===== config.mk =====
export PLATFORM = sky130hd
export DESIGN_NAME = prio_level_stack
export DESIGN_NICKNAME = d
export VERILOG_FILES = /design/src/rtl/pls_pkg.sv /design/src/rtl/pls_pair_stack.sv /design/src/rtl/pls_ctrl.sv /design/src/rtl/pls_dp.sv /design/src/rtl/prio_level_stack.sv
export SDC_FILE = /design/constraint.sdc
export NUM_CORES = 1
export LEC_CHECK = 0
export BUFFER_PORTS_ARGS = -buffer_cell sky130_fd_sc_hd__clkbuf_2
export CAP_MARGIN = 5
export CORE_MARGIN = 3
export CORE_UTILIZATION = 53
export DETAILED_ROUTE_END_ITERATION = 12
export PLACE_DENSITY_LB_ADDON = 0.08
export RECOVER_POWER = 100
export SYNTH_ARGS = -nofsm -noshare
export SYNTH_HDL_FRONTEND = slang
export SYNTH_HIERARCHICAL = 1
export SYNTH_SLANG_ARGS = --single-unit
export TNS_END_PERCENT = 30

===== constraint.sdc =====
create_clock -name clk -period 3.4 [get_ports clk]
set_input_delay 0.34 -clock clk [delete_from_list [all_inputs] [get_ports clk]]
set_output_delay 0.34 -clock clk [all_outputs]
set_load 0.01 [all_outputs]

===== src/rtl/pls_pkg.sv =====
package pls_pkg;
  localparam int LEVEL_W = 2;
  localparam int DEPTH   = 4;
  localparam int REG_W   = LEVEL_W * DEPTH;
  localparam int SP_W    = 16;
  localparam int OP_W    = 8;

  localparam logic [OP_W-1:0] SETLVL_MASK = 8'hE7;
  localparam logic [OP_W-1:0] SETLVL_BASE = 8'h46;
  localparam logic [OP_W-1:0] OP_RESTORE  = 8'h01;
  localparam logic [OP_W-1:0] OP_PUSH     = 8'h02;
  localparam logic [OP_W-1:0] OP_POP      = 8'h03;
  localparam logic [OP_W-1:0] OP_RETURN   = 8'h04;
  localparam logic [OP_W-1:0] OP_SETUSER  = 8'h05;
  localparam logic [OP_W-1:0] OP_MODERES  = 8'h06;
  localparam logic [OP_W-1:0] OP_RDMODE   = 8'h07;

  localparam logic [LEVEL_W-1:0] USER_TAG = 2'b01;

  typedef enum logic [1:0] {
    ST_IDLE   = 2'd0,
    ST_RET_LO = 2'd1,
    ST_RET_HI = 2'd2
  } seqState_t;

  typedef struct packed {
    logic               ipShift;
    logic               ipRot;
    logic               ipLoad;
    logic               modeShift;
    logic               modeRot;
    logic               carryLoad;
    logic               spDec;
    logic               spInc;
    logic               memRd;
    logic               memWr;
    logic               loLoad;
    logic               retLoad;
    logic [LEVEL_W-1:0] level;
  } dpStrobe_t;
endpackage


===== src/rtl/pls_pair_stack.sv =====
module pls_pair_stack #(
  parameter int LW = 2,
  parameter int RW = 8
) (
  input  logic          clk,
  input  logic          rstN,
  input  logic          shiftEn,
  input  logic          rotEn,
  input  logic          loadEn,
  input  logic [LW-1:0] shiftVal,
  input  logic [RW-1:0] loadVal,
  output logic [RW-1:0] q
);
  logic [RW-1:0] qNext;

  always_comb begin
    qNext = q;
    if (loadEn)       qNext = loadVal;
    else if (shiftEn) qNext = {q[RW-LW-1:0], shiftVal};
    else if (rotEn)   qNext = {q[LW-1:0], q[RW-1:LW]};
  end

  always_ff @(posedge clk or negedge rstN) begin
    if (!rstN) q <= '0;
    else       q <= qNext;
  end


  shift_in_chk: assert property (@(posedge clk) disable iff (!rstN)
    (shiftEn && !loadEn) |=> q[LW-1:0] == $past(shiftVal));


  rotate_wrap_chk: assert property (@(posedge clk) disable iff (!rstN)
    (rotEn && !shiftEn && !loadEn) |=> q[RW-1:RW-LW] == $past(q[LW-1:0]));
endmodule


===== src/rtl/pls_ctrl.sv =====
module pls_ctrl
  import pls_pkg::*;
(
  input  logic            clk,
  input  logic            rstN,
  input  logic            cmdValid,
  input  logic [OP_W-1:0] cmdOp,
  output logic            busy,
  output dpStrobe_t       strb
);
  seqState_t state, stateNext;

  always_comb begin
    strb      = '0;
    stateNext = state;
    strb.level = cmdOp[4:3];
    unique case (state)
      ST_IDLE: begin
        if (cmdValid) begin
          if ((cmdOp & SETLVL_MASK) == SETLVL_BASE) begin
            strb.ipShift = 1'b1;
          end else begin
            case (cmdOp)
              OP_RESTORE: strb.ipRot     = 1'b1;
              OP_PUSH: begin
                strb.spDec = 1'b1;
                strb.memWr = 1'b1;
              end
              OP_POP: begin
                strb.memRd  = 1'b1;
                strb.spInc  = 1'b1;
                strb.ipLoad = 1'b1;
              end
              OP_RETURN: begin
                strb.memRd  = 1'b1;
                strb.spInc  = 1'b1;
                strb.ipLoad = 1'b1;
                stateNext   = ST_RET_LO;
              end
              OP_SETUSER: strb.modeShift = 1'b1;
              OP_MODERES: strb.modeRot   = 1'b1;
              OP_RDMODE:  strb.carryLoad = 1'b1;
              default: ;
            endcase
          end
        end
      end
      ST_RET_LO: begin
        strb.memRd  = 1'b1;
        strb.spInc  = 1'b1;
        strb.loLoad = 1'b1;
        stateNext   = ST_RET_HI;
      end
      ST_RET_HI: begin
        strb.memRd   = 1'b1;
        strb.spInc   = 1'b1;
        strb.retLoad = 1'b1;
        stateNext    = ST_IDLE;
      end
      default: stateNext = ST_IDLE;
    endcase
  end

  always_ff @(posedge clk or negedge rstN) begin
    if (!rstN) state <= ST_IDLE;
    else       state <= stateNext;
  end

  assign busy = (state != ST_IDLE);


  one_cmd_chk: assert property (@(posedge clk) disable iff (!rstN)
    $onehot0({strb.ipShift, strb.ipRot, strb.ipLoad, strb.modeShift,
              strb.modeRot, strb.carryLoad, strb.memWr}));


  busy_quiet_chk: assert property (@(posedge clk) disable iff (!rstN)
    busy |-> !(strb.ipShift || strb.ipRot || strb.ipLoad || strb.modeShift ||
               strb.modeRot || strb.carryLoad || strb.memWr));


  ret_seq_chk: assert property (@(posedge clk) disable iff (!rstN)
    (state == ST_RET_LO) |=> (state == ST_RET_HI));
endmodule


===== src/rtl/pls_dp.sv =====
module pls_dp
  import pls_pkg::*;
#(
  parameter logic [SP_W-1:0] SP_INIT = 16'h0080
) (
  input  logic             clk,
  input  logic             rstN,
  input  dpStrobe_t        strb,
  input  logic [REG_W-1:0] memRdData,
  output logic [SP_W-1:0]  memAddr,
  output logic             memRdEn,
  output logic             memWrEn,
  output logic [REG_W-1:0] memWrData,
  output logic [REG_W-1:0] prioLevel,
  output logic [REG_W-1:0] modeReg,
  output logic             carryOut,
  output logic [SP_W-1:0]  stackPtr,
  output logic [SP_W-1:0]  retAddr,
  output logic             retValid
);
  localparam int NSTK = 2;

  logic [SP_W-1:0]  spQ;
  logic [REG_W-1:0] loQ;
  logic             carryQ;
  logic [SP_W-1:0]  retQ;
  logic             retVldQ;

  logic [NSTK-1:0]            stkShift, stkRot, stkLoad;
  logic [NSTK-1:0][LEVEL_W-1:0] stkShVal;
  logic [NSTK-1:0][REG_W-1:0] stkLdVal, stkQ;

  assign stkShift = {strb.modeShift, strb.ipShift};
  assign stkRot   = {strb.modeRot,   strb.ipRot};
  assign stkLoad  = {1'b0,           strb.ipLoad};
  assign stkShVal = {USER_TAG,       strb.level};
  assign stkLdVal = {{REG_W{1'b0}},  memRdData};

  for (genvar i = 0; i < NSTK; i++) begin : gStk
    pls_pair_stack #(.LW(LEVEL_W), .RW(REG_W)) uStk (
      .clk     (clk),
      .rstN    (rstN),
      .shiftEn (stkShift[i]),
      .rotEn   (stkRot[i]),
      .loadEn  (stkLoad[i]),
      .shiftVal(stkShVal[i]),
      .loadVal (stkLdVal[i]),
      .q       (stkQ[i])
    );
  end

  assign prioLevel = stkQ[0];
  assign modeReg   = stkQ[1];

  assign memAddr   = strb.spDec ? (spQ - 1'b1) : spQ;
  assign memRdEn   = strb.memRd;
  assign memWrEn   = strb.memWr;
  assign memWrData = stkQ[0];

  always_ff @(posedge clk or negedge rstN) begin
    if (!rstN) begin
      spQ     <= SP_INIT;
      loQ     <= '0;
      carryQ  <= 1'b0;
      retQ    <= '0;
      retVldQ <= 1'b0;
    end else begin
      if (strb.spDec)      spQ <= spQ - 1'b1;
      else if (strb.spInc) spQ <= spQ + 1'b1;
      if (strb.loLoad)    loQ <= memRdData;
      if (strb.carryLoad) carryQ <= stkQ[1][0];
      if (strb.retLoad)   retQ <= {memRdData, loQ};
      retVldQ <= strb.retLoad;
    end
  end

  assign carryOut = carryQ;
  assign stackPtr = spQ;
  assign retAddr  = retQ;
  assign retValid = retVldQ;


  push_addr_chk: assert property (@(posedge clk) disable iff (!rstN)
    memWrEn |=> spQ == $past(memAddr));


  pop_addr_chk: assert property (@(posedge clk) disable iff (!rstN)
    memRdEn |=> spQ == $past(memAddr) + 1'b1);


  carry_hold_chk: assert property (@(posedge clk) disable iff (!rstN)
    !strb.carryLoad |=> $stable(carryQ));


  mem_excl_chk: assert property (@(posedge clk) disable iff (!rstN)
    !(memRdEn && memWrEn));
endmodule


===== src/rtl/prio_level_stack.sv =====
module prio_level_stack
  import pls_pkg::*;
#(
  parameter logic [SP_W-1:0] SP_INIT = 16'h0080
) (
  input  logic             clk,
  input  logic             rstN,
  input  logic             cmdValid,
  input  logic [OP_W-1:0]  cmdOp,
  output logic             busy,
  output logic [SP_W-1:0]  memAddr,
  output logic             memRdEn,
  output logic             memWrEn,
  output logic [REG_W-1:0] memWrData,
  input  logic [REG_W-1:0] memRdData,
  output logic [REG_W-1:0] prioLevel,
  output logic [REG_W-1:0] modeReg,
  output logic             carryOut,
  output logic [SP_W-1:0]  stackPtr,
  output logic [SP_W-1:0]  retAddr,
  output logic             retValid
);
  dpStrobe_t strb;

  pls_ctrl uCtrl (
    .clk     (clk),
    .rstN    (rstN),
    .cmdValid(cmdValid),
    .cmdOp   (cmdOp),
    .busy    (busy),
    .strb    (strb)
  );

  pls_dp #(.SP_INIT(SP_INIT)) uDp (
    .clk      (clk),
    .rstN     (rstN),
    .strb     (strb),
    .memRdData(memRdData),
    .memAddr  (memAddr),
    .memRdEn  (memRdEn),
    .memWrEn  (memWrEn),
    .memWrData(memWrData),
    .prioLevel(prioLevel),
    .modeReg  (modeReg),
    .carryOut (carryOut),
    .stackPtr (stackPtr),
    .retAddr  (retAddr),
    .retValid (retValid)
  );
endmodule


# Word-level counts from Yosys, hierarchy flattened
# Cells that the tools add are included.
# word_totals
ff_bits	60
wordCells	58
in_bits	19
# op_classes
addsub	2
n_eq_ne	13
n_reduce_logical	8
muxes	27
# ops
cell	n
$mux 16	3
$mux 8	5
$eq 8x3->1 const B	4
$add 16x1->16 const B	1
$eq 8x2->1 const B	2
$sub 16x1->16 const B	1
$mux 1	10
$mux 10	1
$mux 9	1
$eq 8x1->1 const B	1
$mux 2	4
$pmux 2 s2	2
$mux 7	1
$eq 6x5->1 const B	1
$ne 2x2->1 const B	3
$reduce_bool 2->1	3
$reduce_or 2->1	2
$reduce_and 3->1	1
$reduce_bool 3->1	1
$eq 2x1->1 const B	1
$eq 2x2->1 const B	1
$logic_not 2->1	1

# Logic depth before layout (Yosys ltp)
# Gate-level depths: netlist of the first run.
# logic_depth
depth_word	9
ltp_mapped	11

# Hierarchy
# The synthesis of the first run kept the hierarchy.
# by_module_without_submodules
mod	cells_per_inst	n_inst	area_per_inst_um2
pls_dp	200	1	2223.4
pls_pair_stack	44	2	455.4
pls_ctrl	40	1	362.8

# Worst setup path before layout of the first run
# No wires, ideal clock.
# synth_path
path_kind	input-to-output
start	in cmdOp[3]
end	out memAddr[13]
stages	8
n_path_buf	1
path_slack_ns	0.167
required_ns	3.060
t_arrival_ns	2.893
path_cell_list	or4_4 -> or3_4 -> nor4b_2 -> buf_4 -> or4b_4 -> nor4_4 -> nand2_1 -> xnor2_1
# synth_lines
element	line	rtl
from (decl)	prio_level_stack.sv:9	input logic [OP_W-1:0] cmdOp,
to (decl)	prio_level_stack.sv:11	output logic [SP_W-1:0] memAddr,

# Worst setup path in the final report of the first run
# layout_path
start	in cmdOp[7]
end	out memAddr[11]
# layout_via
elab_chain_len	6
elab_cells_between_ends	7
classes_between	2 x eq/ne; 5 x mux
# layout_rtl
element	line	rtl
$eq 8x2->1	pls_ctrl.sv:23	case (cmdOp)
$mux 1	pls_ctrl.sv:23	
$mux 9 *	pls_ctrl.sv:20	if ((cmdOp & SETLVL_MASK) == SETLVL_BASE) begin
$mux 10 *	pls_ctrl.sv:19	if (cmdValid) begin
$mux 7 *	pls_ctrl.sv:17	unique case (state)
$mux 16 *	pls_dp.sv:55	assign memAddr = strb.spDec ? (spQ - 1'b1) : spQ;
# Mark *: on every way between the ends. The rest lies on a longest branch, timed or not.

==> results_dict.tcl, run 1 <==
set metrics [dict create \
    setup_slack_ns 0.135 \
    setup_tns_ns 0 \
    worst_setup_path_end_kind "primary output" \
    total_power_uw 2550 \
    synth_warnings 6 \
    fillers 546 \
    crit_path_start_kind "input port" \
    status "finished, final reports clean" \
    clock_latency_ns 0.33 \
    synth_cell_type_count 53 \
    fin_cells 505 \
    clockBufferDepth 2 \
    hold_class "in -> async" \
    power.leakage_uw 0.00180 \
    hold_ws_ns 0.243 \
    dpl_worst_slack_ns 0.0841 \
    fin_crit_ns 3.26 \
    syn2layout_area_growth_pct 17.5 \
    crit_arrival_ns 2.92 \
    firstDrtPassIters 5 \
    wirelength_mm 7.88 \
    synth_seq_cells 60 \
    slew-limit-headroom_pct 18.9 \
    fmax_mhz 306 \
    grt_max_degree 40 \
    drive_gt1_share_pct 28.1 \
    drt_iter0_drc 129 \
    syn_inst 328 \
    drc 0 \
    worst_clock_skew_ns 0.00677 \
    hold_viol 0 \
    routabilityCongestion 0.859 \
    rsz0062_at_grt "yes" \
    via_count 2815 \
    num_antenna_cells 0 \
    clkSlewWorstSetupHoldPaths_ns 0.07 \
    cts_root_buffer "clkbuf_8" \
    routedWlPerCell_um 15.6 \
    fp.dieH_um 87.2 \
    synth.avg_cell_area_sq_um 10.7 \
    core_area_sq_um 6170 \
    htree_levels 3 \
    dieArea_sq_um 7610 \
    numPortBuffers 95 \
    ys.flop_type "dfrtp_1" \
    max_slew.worst_pin.slew_ns 1.22 \
    grt_pass1_vias 2621 \
    ir_worst_vdd_mv 0.440 \
    power_density_nw_per_um2 619 \
    layout.nets 452 \
    worstSetupPathType "in -> out" \
    gr-total-overflow 0 \
    postRouteAntennaNets 0 \
    grt_pass1_wl_mm 12.5 \
    viasPerCell 5.57 \
    async_flop_share_pct 100 \
    ios 96 \
    setup_viol 0 \
    postCtsHoldBufs 0 \
    grtUsageTotal_pct 20.7 \
    numCtsBuffers 9 \
    place_inst 484 \
    seq_area_frac_synth_pct 43.0 \
    min_period_over_period_pct 96.0 \
    synth_edf_count 0 \
    required_ns 3.06 \
    clock_sinks 60 \
    fp.dieW_um 87.2 \
    start_util_pct 56.7 \
    rows 28 \
    cap_violations 0 \
    maxSlewViolCount 0 \
    path_max_fanout 4 \
    dp.final_hpwl_mm 5.57 \
    tritoncts "yes" \
    antenna_found_initial 0 \
    syn_area_sq_um 3500 \
]
[path summary, 6_finish.rpt]
path | start | end | slack (ns) | depth (start not counted)
setup / recovery | cmdOp[7] | memAddr[11] | 0.14 | 9
hold / removal | rstN | uDp/gStk[0].uStk/q[4] | 0.24 | 1
setup reg to reg | uCtrl/state[0] | uDp/gStk[0].uStk/q[5] | 0.51 | 9
hold reg to reg | uDp/loQ[4] | uDp/retAddr[4] | 0.50 | 1
max in group asynchronous | rstN | uDp/stackPtr[13] | 1.61 | 2
min in group clk | memRdData[1] | uDp/retAddr[9] | 0.30 | 2
[cells by family (layout without fill, tap and decap cells)]
group / Yosys count / count (layout) / share of synthesized area (%)
AND/OR/NAND/NOR: 94 / 94 / 19.4
AO/OA/AOI/OAI: 71 / 71 / 12.7
flip-flops: 60 / 60 / 43.0
buffers and inverters: 42 / 135 / 7.26
multiplexers: 26 / 26 / 8.37
XOR/XNOR: 25 / 25 / 6.26
adder cells (fa/ha/maj): 8 / 8 / 2.86
other: 2 / 11 / 0.215
[Yosys cell counts, drive strengths merged, types with 8 or more instances]
cell	count	area, sq um
a21oi	23	115
o21ai	21	105
buf	27	198
xnor2	18	158
mux2	26	293
nor3	11	87.6
inv	10	37.5
a22oi	18	140
nand2	16	60.1
ha	8	100
dfrtp	59	1480
and3b	16	155
nor2	15	56.3
[flip-flops by register name (all words and copies together), names as in the netlist]
signal / flops
uDp/carryOut: 1
uDp/gStk.uStk/q: 16
uDp/loQ: 8
uDp/stackPtr: 16
uCtrl/state: 2
uDp/retValid: 1
uDp/retAddr: 16
[critical path, stage by stage]
cell      delay (ns)
clkbuf_2        0.09
or4_4           0.55
or3_4           0.41
nor4b_4         0.28
or4b_4          0.53
nor4_4          0.28
buf_4           0.17
xor2_1          0.13
buf_2           0.15
[layout by cell type (no fill, tap or decap), types with 3 or more instances in the layout]
cell	count
a21oi_1	23
a22oi_1	17
and3_1	3
and3b_1	4
and3b_2	12
buf_4	11
clkbuf_1	64
clkbuf_2	33
clkbuf_8	9
conb_1	11
dfrtp_1	59
ha_1	7
inv_1	7
inv_2	3
mux2_2	26
nand2_1	16
nand2b_1	3
nand3_1	4
nor2_1	15
nor3_1	8
nor3_2	3
nor4_1	3
o21ai_0	18
o21ai_1	3
xnor2_1	18
xor2_1	7
[final cells by class]
cell class / count / area, sq um / share of cell area (%)
clock buffer: 9 / 124 / 3.01
clock inverter: 7 / 76.3 / 1.86
inverter: 10 / 37.5 / 0.913
multi-input combinational: 235 / 1780 / 43.4
sequential: 60 / 1500 / 36.6
tap: 75 / 93.8 / 2.28
timing repair buffer: 109 / 493 / 12.0
[power breakdown]
part	switching (uW)	leakage (uW)	total, uW	internal [uW]
Sequential	179	0.000748	1100	925
Clock	297	0.0000958	639	342
Combinational	436	0.000960	802	366
Total	912	0.00180	2550	1630
[metal layers]
metal  vias up  GRT usage (%)  part of all wire [%]  wire, um
li1       1358              -                     -         -
met3         8           4.54                   6.3       496
met1      1349           27.8                    45      3560
met5         -              0                     0         0
met2       100           33.4                    48      3770
met4         0           6.42                  0.75        59
[metrics by stage]
step	instance area, sq um	util [%]
detailed placement	3960	64.3
finish	4110	66.7
global route	4110	66.7
floorplan	3530	-
global placement	3960	64.3
CTS	4210	68.3
[what timing repair did]
action / CTS / global route
gates resized for setup: 6 / 3
setup buffers: 4 / 1
endpoints found under the setup margin: 7 / 8
pin swaps: 6 / 3
cloned: 0 / 0
(Power assumes the default switching activity.)
==> run 2: changes to the inputs <==
==> constraint.sdc (replaced) <==
create_clock -name clk -period 3.4 [get_ports clk]
set_input_delay 0.68 -clock clk [delete_from_list [all_inputs] [get_ports clk]]
set_output_delay 0.68 -clock clk [all_outputs]
set_load 0.01 [all_outputs]
==> run 2 against run 1 <==
Net effect:
- the run now ends with max-capacitance violations, max-slew violations, negative setup slack left
- die area stayed put
- first-iteration DRC count fell by 0.78%
- utilization grew 4.4 points
- sequential power about the same
- via count increased by 2.0%
- clock skew grew 0.0010 ns
- critical path type unchanged
- fmax shrank 15%
- worst setup slack lost 0.58 ns
- non-clock buffer count rose by 18
==> results_dict.tcl, run 2 (synthesized netlist as in run 1, its figures left out) <==
set metrics [dict create \
    status "finished, violations left" \
    violations "max-capacitance violations, max-slew violations, negative setup slack" \
    viasPerCell 5.49 \
    use_met2_pct 33.7 \
    drive_gt1_share_pct 32.8 \
    worst_clock_skew_ns 0.00781 \
    grt_most_used_layer "met2" \
    final_util_pct 71.1 \
    power_frac_comb_pct 30.2 \
    numCtsBuffers 9 \
    clkSlewWorstSetupHoldPaths_ns 0.07 \
    rr_worst_depth 13 \
    setup_viol 14 \
    syn2layout_area_growth_pct 25.3 \
    hold_viol 0 \
    required_ns 2.72 \
    fp.dieH_um 87.2 \
    place_inst 500 \
    clkPwrFrac_pct 29.0 \
    cts_root_buffer "clkbuf_8" \
    rows 28 \
    num_antenna_cells 0 \
    crit_path_start_kind "input port" \
    p_int_uw 1800 \
    cap_violations 1 \
    multiInputGateArea_sq_um 1850 \
    firstDrtPassIters 6 \
    rsz0062_at_grt "yes" \
    fillers 509 \
    grtUsageTotal_pct 22.0 \
    dp.final_hpwl_mm 5.75 \
    min_period_over_period_pct 113 \
    p_seq_share_pct 40.8 \
    clockBufferDepth 2 \
    hold_depth 1 \
    start_util_pct 56.7 \
    tritoncts "yes" \
    via_count 2871 \
    antenna_found_initial 0 \
    worst_setup_path_end_kind "primary output" \
    setup_slack_ns -0.443 \
    worstSetupPathType "in -> out" \
    crit_arrival_ns 3.16 \
    ir_worst_vdd_mv 0.526 \
    grtUsageMet1_pct 31.2 \
    slew-limit-headroom_pct -18.8 \
    globalRouteMet3Util_pct 3.22 \
    gr-total-overflow 0 \
    wirelength_mm 8.09 \
    hold_ws_ns 0.506 \
    path_max_fanout 4 \
    grt_pass1_wl_mm 13.1 \
    clock_sinks 60 \
    grt_pass1_vias 2636 \
    switching_share_pct 34.1 \
    power_density_nw_per_um2 623 \
    grt_max_degree 34 \
    drt_iter0_drc 128 \
    numPortBuffers 95 \
    layout.nets 470 \
    drc 0 \
    fin_crit_ns 3.84 \
    hold_class "reg -> reg" \
    regArea_sq_um 1500 \
    max_slew.worst_pin.slew_ns 1.78 \
    clock_latency_ns 0.33 \
    routedWlPerCell_um 15.5 \
    power.leakage_uw 0.00197 \
    htree_levels 3 \
    maxSlewViolCount 34 \
    switchingPower_uw 930 \
    routabilityCongestion 0.835 \
    postRouteAntennaNets 0 \
    fp.dieW_um 87.2 \
    dieArea_sq_um 7610 \
    final_cell_mix "clkbuf_1, dfrtp_1, clkbuf_2" \
    fmax_mhz 260 \
    fin_cells 523 \
    core_area_sq_um 6170 \
    ios 96 \
]
==> run 2: cell type report <==
| class | instances | area share, % |
|---|---|---|
| multi-input combinational | 235 | 42.3 |
| timing repair buffer | 127 | 14.8 |
| tap | 75 | 2.14 |
| sequential | 60 | 34.3 |
| clock buffer | 9 | 2.83 |
| inverter | 10 | 0.857 |
| clock inverter | 7 | 2.83 |
==> run 2: timing repair <==
item / 4_1_cts / 5_1_grt
setup endpoints to repair: 14 / 15
hold buffers: 0 / 0
setup buffers: 1 / 6
gates resized for setup: 3 / 8
pin swaps: 2 / 3
==> run 2: per-layer routing <==
layer / vias to the layer above / routed length [um] / share of wire (%)
met5: - / 0 / 0
met4: 0 / 87 / 1.1
met3: 8 / 473 / 5.8
met2: 108 / 3910 / 48
met1: 1361 / 3620 / 45
li1: 1394 / - / -
==> run 2: power groups by stage <==
stage	clock network, uW	registers [uW]	logic [uW]
2_1_floorplan	0	1130	525
3_3_place_gp	0	1110	836
3_5_place_dp	0	1120	856
4_1_cts	813	1110	867
5_1_grt	849	1150	914
6_report	790	1110	824
==> run 2: critical path, cell delays in order <==
cell and delay [ns]:
buf_6 0.09, or4_4 0.53, or3_4 0.36, nor4b_4 0.28
or4b_4 0.54, nor4_4 0.24, buf_4 0.17, xor2_1 0.13
buf_2 0.14
==> run 2: stage by stage <==
| step | total power [uW] | setup slack, ns | area [sq um] | TNS (ns) |
|---|---|---|---|---|
| 6_report | 2730 | -0.443 | 4380 | -4.67 |
| 5_1_grt | 2910 | -0.564 | 4380 | -6.56 |
| 4_1_cts | 2790 | -0.492 | 4380 | -4.45 |
| 3_5_place_dp | 1980 | -0.500 | 4110 | -4.97 |
| 3_3_place_gp | 1940 | -0.468 | 4110 | -4.69 |
| 2_1_floorplan | 1650 | -0.395 | 3550 | -3.02 |
==> run 2: final timing paths <==
path                                startpoint                to  slack [ns]
worst max-delay path                  cmdOp[3]       memAddr[11]       -0.44
worst min-delay path            uDp/retAddr[5]    uDp/retAddr[5]        0.51
worst max register to register  uCtrl/state[0]  uDp/stackPtr[10]        0.66
worst min register to register  uDp/retAddr[5]    uDp/retAddr[5]        0.51
max in group asynchronous                 rstN   uDp/stackPtr[2]        1.09
min in group asynchronous                 rstN      uDp/carryOut        0.82
